--- config.mk ---
export PLATFORM = sky130hd
export DESIGN_NAME = aux_addr_gen
export DESIGN_NICKNAME = d
export VERILOG_FILES = /design/src/rtl/aag_pkg.sv /design/src/rtl/aag_step.sv /design/src/rtl/aag_cmp.sv /design/src/rtl/aag_regfile.sv /design/src/rtl/aux_addr_gen.sv
export SDC_FILE = /design/constraint.sdc
export NUM_CORES = 1
export LEC_CHECK = 0
export ABC_AREA = 1
export BUFFER_PORTS_ARGS = -buffer_cell sky130_fd_sc_hd__buf_2
export CORE_ASPECT_RATIO = 0.9
export CORE_MARGIN = 5
export CORE_UTILIZATION = 45
export CTS_CLUSTER_DIAMETER = 100
export DETAILED_ROUTE_END_ITERATION = 16
export GPL_ROUTABILITY_DRIVEN = 0
export GPL_TIMING_DRIVEN = 0
export RECOVER_POWER = 50
export SETUP_SLACK_MARGIN = 0.5
export SYNTH_ARGS = -nofsm -noshare
export SYNTH_HDL_FRONTEND = slang
export SYNTH_SLANG_ARGS = --single-unit
--- constraint.sdc ---
create_clock -name clk -period 4.2 [get_ports clk]
set_input_delay 0.84 -clock clk [delete_from_list [all_inputs] [get_ports clk]]
set_output_delay 0.84 -clock clk [all_outputs]
set_load 0.05 [all_outputs]
--- src/rtl/aag_pkg.sv ---
package aag_pkg;
    typedef enum logic [2:0] {
        UPD_NONE = 3'd0,
        UPD_INC  = 3'd1,
        UPD_DEC  = 3'd2,
        UPD_ADD0 = 3'd3,
        UPD_SUB0 = 3'd4
    } upd_e;

    typedef enum logic [1:0] {
        CMP_EQ = 2'd0,
        CMP_LT = 2'd1,
        CMP_GT = 2'd2,
        CMP_NE = 2'd3
    } cmp_e;
endpackage

--- src/rtl/aag_step.sv ---
module aag_step #(
    parameter int WIDTH = 16
) (
    input  logic [WIDTH-1:0] cur_val,
    input  logic [WIDTH-1:0] idx_val,
    input  logic [2:0]       op,
    output logic [WIDTH-1:0] next_val
);
    import aag_pkg::*;

    always_comb begin
        case (op)
            UPD_INC:  next_val = cur_val + WIDTH'(1);
            UPD_DEC:  next_val = cur_val - WIDTH'(1);
            UPD_ADD0: next_val = cur_val + idx_val;
            UPD_SUB0: next_val = cur_val - idx_val;
            default:  next_val = cur_val;
        endcase
    end
endmodule

--- src/rtl/aag_cmp.sv ---
module aag_cmp #(
    parameter int WIDTH = 16
) (
    input  logic [WIDTH-1:0] lhs,
    input  logic [WIDTH-1:0] rhs,
    input  logic [1:0]       code,
    output logic             hit
);
    import aag_pkg::*;

    always_comb begin
        unique case (cmp_e'(code))
            CMP_EQ: hit = (lhs == rhs);
            CMP_LT: hit = (lhs <  rhs);
            CMP_GT: hit = (lhs >  rhs);
            CMP_NE: hit = (lhs != rhs);
            default: hit = 1'b0;
        endcase
    end
endmodule

--- src/rtl/aag_regfile.sv ---
module aag_regfile #(
    parameter int NREG  = 8,
    parameter int WIDTH = 16,
    parameter int SELW  = $clog2(NREG)
) (
    input  logic                       clk,
    input  logic                       rst_n,
    input  logic                       wr_en,
    input  logic [SELW-1:0]            wr_sel,
    input  logic [WIDTH-1:0]           wr_data,
    input  logic                       upd_en,
    input  logic [SELW-1:0]            upd_sel,
    input  logic [WIDTH-1:0]           upd_data,
    output logic [NREG-1:0][WIDTH-1:0] regs_q
);
    for (genvar g = 0; g < NREG; g++) begin : g_reg
        always_ff @(posedge clk or negedge rst_n) begin
            if (!rst_n) begin
                regs_q[g] <= '0;
            end else if (wr_en && wr_sel == SELW'(g)) begin
                regs_q[g] <= wr_data;
            end else if (upd_en && upd_sel == SELW'(g)) begin
                regs_q[g] <= upd_data;
            end
        end


        reg_wr_chk: assert property (@(posedge clk) disable iff (!rst_n)
            (wr_en && wr_sel == SELW'(g)) |=> regs_q[g] == $past(wr_data));


        reg_idle_chk: assert property (@(posedge clk) disable iff (!rst_n)
            (!(wr_en && wr_sel == SELW'(g)) && !(upd_en && upd_sel == SELW'(g)))
            |=> $stable(regs_q[g]));
    end
endmodule

--- src/rtl/aux_addr_gen.sv ---
module aux_addr_gen #(
    parameter int AWIDTH = 16,
    parameter int NREG   = 8,
    parameter int PGW    = 9,
    parameter int OFFW   = AWIDTH - PGW,
    parameter int SELW   = $clog2(NREG)
) (
    input  logic              clk,
    input  logic              rst_n,
    input  logic              page_load,
    input  logic [PGW-1:0]    page_val,
    input  logic [OFFW-1:0]   instr_off,
    input  logic              addr_mode,
    input  logic              acc_en,
    input  logic [2:0]        upd_op,
    input  logic              reg_wr,
    input  logic [SELW-1:0]   reg_wsel,
    input  logic [AWIDTH-1:0] reg_wdata,
    input  logic              ptr_load,
    input  logic [SELW-1:0]   ptr_val,
    input  logic              buf_restore,
    input  logic [SELW-1:0]   buf_val,
    input  logic              cmp_en,
    input  logic [1:0]        cmp_code,
    output logic [AWIDTH-1:0] mem_addr,
    output logic [SELW-1:0]   ptr_out,
    output logic [SELW-1:0]   buf_out,
    output logic              test_flag
);
    import aag_pkg::*;

    logic [PGW-1:0]              page_q;
    logic [SELW-1:0]             ptr_q;
    logic [SELW-1:0]             buf_q;
    logic                        flag_q;
    logic [NREG-1:0][AWIDTH-1:0] ar_q;
    logic [AWIDTH-1:0]           sel_val;
    logic [AWIDTH-1:0]           step_val;
    logic                        cmp_hit;
    logic                        upd_fire;

    assign sel_val  = ar_q[ptr_q];
    assign upd_fire = acc_en && addr_mode;

    aag_step #(.WIDTH(AWIDTH)) i_step (
        .cur_val  (sel_val),
        .idx_val  (ar_q[0]),
        .op       (upd_op),
        .next_val (step_val)
    );

    aag_cmp #(.WIDTH(AWIDTH)) i_cmp (
        .lhs  (sel_val),
        .rhs  (ar_q[0]),
        .code (cmp_code),
        .hit  (cmp_hit)
    );

    aag_regfile #(.NREG(NREG), .WIDTH(AWIDTH), .SELW(SELW)) i_regs (
        .clk      (clk),
        .rst_n    (rst_n),
        .wr_en    (reg_wr),
        .wr_sel   (reg_wsel),
        .wr_data  (reg_wdata),
        .upd_en   (upd_fire),
        .upd_sel  (ptr_q),
        .upd_data (step_val),
        .regs_q   (ar_q)
    );

    always_ff @(posedge clk or negedge rst_n) begin
        if (!rst_n) begin
            page_q <= '0;
        end else if (page_load) begin
            page_q <= page_val;
        end
    end

    always_ff @(posedge clk or negedge rst_n) begin
        if (!rst_n) begin
            ptr_q <= '0;
            buf_q <= '0;
        end else if (buf_restore) begin
            ptr_q <= buf_val;
            buf_q <= buf_val;
        end else if (ptr_load) begin
            ptr_q <= ptr_val;
            buf_q <= ptr_q;
        end
    end

    always_ff @(posedge clk or negedge rst_n) begin
        if (!rst_n) begin
            flag_q <= 1'b0;
        end else if (cmp_en) begin
            flag_q <= cmp_hit;
        end
    end

    always_comb begin
        if (addr_mode) begin
            mem_addr = sel_val;
        end else begin
            mem_addr = {page_q, instr_off};
        end
    end

    assign ptr_out   = ptr_q;
    assign buf_out   = buf_q;
    assign test_flag = flag_q;


    buf_push_chk: assert property (@(posedge clk) disable iff (!rst_n)
        (ptr_load && !buf_restore) |=> (buf_q == $past(ptr_q)) && (ptr_q == $past(ptr_val)));


    restore_sync_chk: assert property (@(posedge clk) disable iff (!rst_n)
        buf_restore |=> (ptr_q == buf_q) && (buf_q == $past(buf_val)));


    ptr_hold_chk: assert property (@(posedge clk) disable iff (!rst_n)
        (!ptr_load && !buf_restore) |=> $stable(ptr_q) && $stable(buf_q));


    flag_hold_chk: assert property (@(posedge clk) disable iff (!rst_n)
        !cmp_en |=> $stable(flag_q));


    page_hold_chk: assert property (@(posedge clk) disable iff (!rst_n)
        !page_load |=> $stable(page_q));


    inc_wrap_chk: assert property (@(posedge clk) disable iff (!rst_n)
        (upd_fire && upd_op == 3'd1 && !(reg_wr && reg_wsel == ptr_q))
        |=> ar_q[$past(ptr_q)] == $past(sel_val) + AWIDTH'(1));
endmodule

==> impl_summary.txt, run 1 <==
----------------------------------------------------
[Synthesis]
  Net count after synthesis ... 1559
  Flip-flop and latch count after synthesis ... approximately 140
  Gate Count Post-Synth ... between 1000 and 1500
  Post-synthesis cell area ... 10000 um2
  Number of distinct standard cells referenced by the synthesized netlist ... 43
  Synthesized area divided by synthesized cell count ... 6.83 um2
  Share of synthesized area occupied by flip-flops and latches ... 35.9%
  Number of warning messages in the yosys log ... 0

[Placed design]
  Worst setup slack before clock tree synthesis ... 122 ps
  I/O Buffers ... 74
  Final HPWL DP ... roughly 27 mm

[Timing]
  Setup-failing EPs final ... 0
  Setup WS post-layout ... 620 ps
  Post-Route Skew ... 8.72 ps
  Sum of negative setup slack ... 0 ps
  Rel. slew slack ... -56.5%
  Hold violation count in the final report ... 0
  Max Fclk ... between 200 and 300 MHz
  Final number of max-transition violations ... 92
  Unrepaired setup endpoints after global routing ... true
  Final worst path period share ... 85.2%
  Min Clock Period, post-route ... 3580 ps
  Actual slew at the worst max-slew pin ... around 2300 ps

[Cells and area]
  Nets ... 1660
  Filler Cell Count ... 2206
  Share of cells above drive strength 1 ... between 10% and 20%
  Multi-input gate area in the final layout ... 5370 um2
  Syn-to-layout area delta ... 15.5%
  Number of inserted diodes ... 0
  Register area ... 3600 um2

[Critical path]
  Reg2reg path depth ... 16
  Worst Path Class, Setup ... reg2reg
  Arrival @ worst endpoint ... 3910 ps
  Launch point of the worst reg-to-reg path ... ptr_out[1]$_DFFE_PN0P_
  R2R setup slack ... 620 ps
  Crit path max fanout ... 10
  Worst reg2reg path endpoint ... i_regs.regs_q[69]$_DFFE_PN0P_
  Kind of start point of the critical path ... flip-flop
  Req. time, crit path ... 4520 ps
  Nature of the critical path endpoint ... flip-flop

[Die]
  Total Die Area ... about 25000 um2
  Number of rows in the core area ... 51
  IO Count ... 78
  Initial Utilization ... around 46%
  Placeable Area ... about 22000 um2
  Floorplan die width ... 167 um
  Die height ... 152 um

[Clock tree]
  H-tree levels ... 4
  CTS max path bufs ... 2
  Cell at the root of the clock tree ... clkbuf_16
  Clock sink total ... 144
  Skew-Pair Late Insertion Delay ... 440 ps
  TritonCTS clock tree ... built
  Clock buffer count from CTS ... 17
  Clock transition at the register clock pins on the worst setup and hold paths after CTS ... 60 ps

[Global route]
  Largest net degree at the start of global routing ... 92
  Total track usage ... 27.7%
  Vias in the first global route ... 9433
  Initial antenna violation count ... 0
  Remaining global-route overflow ... 0
  Wire length of the first global-routing pass ... 54.2 mm

[Drt]
  Vias ... just over 10000
  Drt pass-1 iters ... 6
  DRC violation count after routing ... 0
  Final ANT Viol Nets ... 0
  1st-iter DRT viols ... about 1300
  Mean routed wirelength per cell ... around 19 um
  Post-detailed-route via-to-cell ratio ... 5.55
  Detailed-route wire length ... 35.3 mm

[Run]
  Max capacitance violation total ... 1

[Run status]
  Violations in the final reports ... max-capacitance violations, max-slew violations
  Result of the run ... finished with violations

[Pwr]
  Power per cell area ... 564 nW/um2
  Leakage power ... 6.16 nW
  IR drop worst, VDD ... 0.228 mV

[Hold path]
  Hold/Removal Path Class ... in2async

----------------------------------------------------
area by class of cell:
type	count	share of cell area [%]
Inverter	241	7.80
Buffer	55	2.45
Clock buffer	21	3.97
Tap cell	291	3.14
Clock inverter	10	1.17
Timing Repair Buffer	82	4.05
Multi-Input combinational cell	1031	46.3
Sequential cell	144	31.1
state kept, by name, summed over array words and instances, names as in the netlist:
register       cells
buf_out            3
i_regs.regs_q    128
page_q             9
ptr_out            3
test_flag          1
synthesized netlist by cell type, drive strengths merged:
cell	n	share of area [%]
clkinv	1	0.037
fa	2	0.40
dfrtp	144	36
buf	33	1.8
a211oi	1	0.075
inv	240	9.0
a22oi	25	1.9
or2	4	0.25
nand3	140	7.4
o21bai	5	0.45
a21oi	56	2.8
ha	31	3.9
o22ai	76	4.7
and3	2	0.12
nor4	1	0.062
o2bb2ai	2	0.17
o21ai	86	4.7
a21o	18	1.3
a211o	1	0.087
a21boi	1	0.075
o21a	3	0.22
nor2	79	3.2
xnor2	3	0.26
mux2	2	0.22
nand3b	12	0.90
nor3	1	0.050
clkbuf	22	0.82
nand4	4	0.25
nand2	452	17
o211ai	23	1.9
and2	1	0.062
worst max path at each step:
stage	from	end	slack [ps]	cells past startpoint
2_1_floorplan	ptr_out[0]$_DFFE_PN0P_	mem_addr[0]	690	8
3_3_place_gp	rst_n	page_q[5]$_DFFE_PN0P_	-2	1
3_5_place_dp	ptr_out[1]$_DFFE_PN0P_	i_regs.regs_q[40]$_DFFE_PN0P_	120	17
4_1_cts	ptr_out[0]$_DFFE_PN0P_	i_regs.regs_q[92]$_DFFE_PN0P_	510	21
5_1_grt	ptr_out[1]$_DFFE_PN0P_	i_regs.regs_q[12]$_DFFE_PN0P_	470	21
6_report	ptr_out[1]$_DFFE_PN0P_	i_regs.regs_q[69]$_DFFE_PN0P_	620	16
metal layers:
metal  vias up  wire (um)  GRT usage (%)
li1       5002          -              -
met1      4852      16500           41.1
met2       488      14700           40.8
met3        55       3310           5.60
met4         0        758           7.91
met5         -          0              0
timing repair:
item,in CTS,in global routing
setup endpoints to repair,88,96
setup buffers,2,5
pin swaps,2,4
gates cloned,0,0
hold buffers,0,0
gates resized for setup,7,22
kinds of logic after synthesis:
| logic type | share of synthesized area [%] |
|---|---|
| AND/OR/NAND/NOR | 29.4 |
| AO/OA/AOI/OAI | 18.4 |
| buffers and inverters | 11.6 |
| flip-flops | 35.9 |
| adder cells (fa/ha/maj) | 4.26 |
| XOR/XNOR | 0.262 |
| multiplexers | 0.224 |
critical path, cell delays in order, from the launching register on:
cell and delay, ps:
dfrtp_2 450, inv_2 140, nand2_4 180, inv_2 150, buf_4 230, a22oi_1 150
nand2_1 140, o21ai_4 220, inv_1 110, ha_1 320, or2_2 320, nand3b_1 100
nand2_1 150, or2_2 310, nand3_1 130, nand3_4 170, a21o_1 200
power by group:
| group | total [mW] | internal (mW) | switching (mW) |
|---|---|---|---|
| clock network | 1.58 | 0.961 | 0.618 |
| logic | 3.01 | 1.01 | 2.00 |
| registers | 1.94 | 1.76 | 0.180 |
| total | 6.54 | 3.74 | 2.80 |
cells in the final DEF, fill, tap and decap left out, types with 3 or more instances in the layout:
cell and n:
xnor2_1 3, inv_1 234, or2_2 4, dfrtp_1 143, inv_2 6, buf_2 90, o21ai_0 69, o21a_1 3
nor2_1 71, nor2_2 8, clkinv_2 4, nand2_1 442, ha_1 31, buf_6 4, a21o_1 18, nand3_4 6
buf_12 3, bufinv_16 3, clkbuf_16 17, o22ai_1 76, o21ai_2 11, o21ai_1 5, nand3_2 5, clkbuf_1 26
nand3b_1 12, nand3_1 129, buf_1 4, o211ai_1 20, o21bai_1 3, nand2_2 8, a21oi_1 56, a22oi_1 25
buf_4 8, nand4_1 4
through the flow:
stage,hold WS [ps],total power [mW],cells,utilization (%),area [um2]
floorplan,481,3.98,1471,-,10000
global placement,499,4.76,1836,49.4,10800
detailed placement,495,4.80,1837,49.5,10800
CTS,386,6.41,1870,52.5,11500
global route,391,6.95,1875,53.1,11600
finish,345,6.54,1875,53.1,11600
(Power assumes the default switching activity.)
==> run 2, diff against run 1 <==
CORE_UTILIZATION = 35   (was 45)
==> run 2 against run 1 <==
Net effect: register-to-register slack improved by 20 ps; combinational power is essentially flat; largest cell class unchanged; sequential share of layout area is 0.39 points lower; wire length increased by 3.1%; the flow still finishes with violations (max-capacitance violations, max-slew violations); hold slack gained 160 ps; clock skew increased by 6.3 ps; die area grew 27%; sequential cell count did not move; sequential power is essentially flat; non-clock buffer count down 1.
==> impl_summary.txt, run 2 (synthesized netlist as in run 1, its figures left out) <==
----------------------------------------------------
[Timing]
  Unrepaired setup endpoints after global routing ... false (was true)
  Min Clock Period, post-route ... 3560 ps (was 3580 ps)
  Sum of negative setup slack ... 0 ps (unchanged)
  Max Fclk ... 281 MHz (was 279 MHz)
  Actual slew at the worst max-slew pin ... 2210 ps (was 2350 ps)
  Setup-failing EPs final ... 0 (unchanged)
  Post-Route Skew ... 15.0 ps (was 8.72 ps)
  Final worst path period share ... 84.7% (was 85.2%)
  Rel. slew slack ... -47.6% (was -56.5%)
  Hold violation count in the final report ... 0 (unchanged)
  Final number of max-transition violations ... 80 (was 92)

[Hold path]
  Worst Hold Endpoint ... buf_out[0]$_DFFE_PN0P_
  Hold/Removal Path Class ... reg2reg (was in2async)
  Hold Path Depth ... 2
  Hold_sp ... buf_out[0]$_DFFE_PN0P_

[Cells and area]
  Biggest regs ... i_regs.regs_q x128, page_q x9 (unchanged)
  Non-Filler Cell Area, Final ... 11700 um2 (was 11600 um2)
  Register containing the most flip-flops in the final layout ... i_regs.regs_q (unchanged)
  Max reg flops ... 128 (unchanged)
  Nets ... 1659 (was 1660)
  Share of cells above drive strength 1 ... 12.8% (was 12.4%)
  Most frequent standard cell in the layout excluding fill and tap cells ... nand2_1 (unchanged)
  Highest-count cells in the layout ignoring fill and taps ... nand2_1, inv_1, dfrtp_1 (unchanged)
  Number of inserted diodes ... 0 (unchanged)
  Syn-to-layout area delta ... 16.9% (was 15.5%)

[Die]
  IO Count ... 78 (unchanged)
  Initial Utilization ... 35.8% (was 46.0%)
  Floorplan die width ... 189 um (was 167 um)
  Placeable Area ... 28100 um2 (was 21800 um2)
  Number of rows in the core area ... 58 (was 51)
  Total Die Area ... 32200 um2 (was 25400 um2)
  Die height ... 171 um (was 152 um)

[Critical path]
  Nature of the critical path endpoint ... flip-flop (unchanged)
  Arrival @ worst endpoint ... 3880 ps (was 3910 ps)
  Crit path max fanout ... 10 (unchanged)
  Ordered list of cells on the worst path ... buf_6, nand2_4, inv_2, buf_4, a22oi_1, nand2_1, o21ai_4, inv_1, ha_1, or2_2, nand3b_1, nand2_1, or2_2, nand3_1, nand3_4, a21o_1 (was inv_2, nand2_4, inv_2, buf_4, a22oi_1, nand2_1, o21ai_4, inv_1, ha_1, or2_2, nand3b_1, nand2_1, or2_2, nand3_1, nand3_4, a21o_1)
  Library cell contributing the largest single delay on the critical path ... dfrtp_1 (was dfrtp_2)
  Reg2reg path depth ... 16 (unchanged)
  Req. time, crit path ... 4520 ps (about the same)
  Worst reg2reg path endpoint ... i_regs.regs_q[85]$_DFFE_PN0P_ (was i_regs.regs_q[69]$_DFFE_PN0P_)
  Largest stage delay, worst path ... 390 ps (was 450 ps)
  Launch point of the worst reg-to-reg path ... ptr_out[0]$_DFFE_PN0P_ (was ptr_out[1]$_DFFE_PN0P_)
  Worst Path Class, Setup ... reg2reg (unchanged)
  Kind of start point of the critical path ... flip-flop (unchanged)
  R2R setup slack ... 640 ps (was 620 ps)

[Clock tree]
  Skew-Pair Late Insertion Delay ... 440 ps (about the same)
  Clock sink total ... 144 (unchanged)
  Clock transition at the register clock pins on the worst setup and hold paths after CTS ... 70 ps (was 60 ps)
  H-tree levels ... 4 (unchanged)
  CTS max path bufs ... 2 (unchanged)
  Cell at the root of the clock tree ... clkbuf_16 (unchanged)
  Clock buffer count from CTS ... 17 (unchanged)
  TritonCTS clock tree ... built (unchanged)

[Placed design]
  Area of placed instances ... 10900 um2 (was 10800 um2)
  I/O Buffers ... 74 (unchanged)
  Final HPWL DP ... 27.6 mm (was 27.0 mm)

[Drt]
  Vias ... 10500 (was 10400)
  Mean routed wirelength per cell ... 18.7 um (was 18.8 um)
  DRC violation count after routing ... 0 (unchanged)
  Final ANT Viol Nets ... 0 (unchanged)
  Drt pass-1 iters ... 6 (unchanged)
  1st-iter DRT viols ... 965 (was 1268)
  Detailed-route wire length ... 36.4 mm (was 35.3 mm)
  Post-detailed-route via-to-cell ratio ... 5.40 (was 5.55)

[Pwr]
  Switching share of power ... 43.0% (was 42.8%)
  Switching power ... 2.85 mW (was 2.80 mW)
  Internal power of the cells ... 3.77 mW (was 3.74 mW)
  Clock share of power ... 25.0% (was 24.2%)
  Logic gate share of total power ... 45.6% (was 46.1%)
  Power per cell area ... 564 nW/um2 (about the same)
  IR drop worst, VDD ... 0.338 mV (was 0.228 mV)
  Leakage power ... 6.17 nW (was 6.16 nW)
  Reg power frac ... 29.4% (was 29.7%)

[Global route]
  Initial antenna violation count ... 0 (unchanged)
  Remaining global-route overflow ... 0 (unchanged)
  Total track usage ... 22.4% (was 27.7%)
  Largest net degree at the start of global routing ... 81 (was 92)
  Vias in the first global route ... 9890 (was 9433)
  Wire length of the first global-routing pass ... 56.2 mm (was 54.2 mm)

[Run status]
  Violations in the final reports ... max-capacitance violations, max-slew violations (unchanged)
  Result of the run ... finished with violations (unchanged)

[Run]
  Max capacitance violation total ... 1 (unchanged)

----------------------------------------------------
==> run 2: cell types whose count changed in the layout (fill, tap and decap cells not counted), moves of 2 or more <==
cell,delta
nand3_2,-2
clkbuf_1,-2
nand3_4,+2
clkinv_2,-2
clkinv_4,+4
==> run 2: per-layer routing <==
layer	vias up	GRT usage, %	routed length, um	share of wire (%)
met2	505	33.3	15200	42
met3	63	5.81	3600	9.9
met1	4938	32.4	16800	46
met5	-	0	0	0
met4	0	6.43	742	2.0
li1	4995	-	-	-
==> run 2: power groups by stage <==
stage	registers [mW]	logic, mW	clock network [mW]
finish	1.94	3.02	1.66
global route	1.98	3.35	1.73
CTS	1.94	2.88	1.67
detailed placement	1.96	2.84	0
global placement	1.95	2.81	0
floorplan	1.94	2.04	0
==> run 2: worst max path at each step <==
stage / startpoint / end / slack (ps) / depth (start not counted)
after global placement: rst_n / page_q[5]$_DFFE_PN0P_ / -0.1 / 1
after floorplan: ptr_out[0]$_DFFE_PN0P_ / mem_addr[0] / 690 / 8
after global routing: ptr_out[0]$_DFFE_PN0P_ / i_regs.regs_q[56]$_DFFE_PN0P_ / 500 / 17
after CTS: ptr_out[1]$_DFFE_PN0P_ / i_regs.regs_q[127]$_DFFE_PN0P_ / 510 / 20
after detailed placement: ptr_out[0]$_DFFE_PN0P_ / i_regs.regs_q[120]$_DFFE_PN0P_ / 120 / 18
final: ptr_out[0]$_DFFE_PN0P_ / i_regs.regs_q[85]$_DFFE_PN0P_ / 640 / 16
==> run 2: metrics by stage <==
stage	hold slack (ps)	setup WS, ps	utilization (%)	cells	power [mW]
after floorplan	481	691	-	1471	3.98
after global placement	494	-0.147	38.7	1905	4.76
after detailed placement	492	120	38.8	1906	4.80
after CTS	489	513	41.2	1938	6.49
after global routing	534	501	41.8	1943	7.07
final	503	642	41.8	1943	6.62
==> run 2: critical path, delay by kind of cell (launching register included) <==
kind | cells | cell delay (ps)
flops | 1 | 390
simple gates | 8 | 1490
fa+ha+maj | 1 | 320
buf+inv | 4 | 610
compound gates | 3 | 600
==> run 2: cell type report <==
cell class	instances	area, um2
timing repair buffer	81	453
sequential	144	3600
clock inverter	13	189
buffer	55	289
fill	2916	16300
clock buffer	18	439
inverter	241	905
tap	360	450
multi-input combinational	1031	5410
==> run 2: what timing repair did <==
item | 4_1_cts | 5_1_grt
hold buffers | 0 | 0
pin swaps | 2 | 5
resized for setup | 10 | 27
endpoints found under the setup margin | 88 | 97
setup buffers | 1 | 5
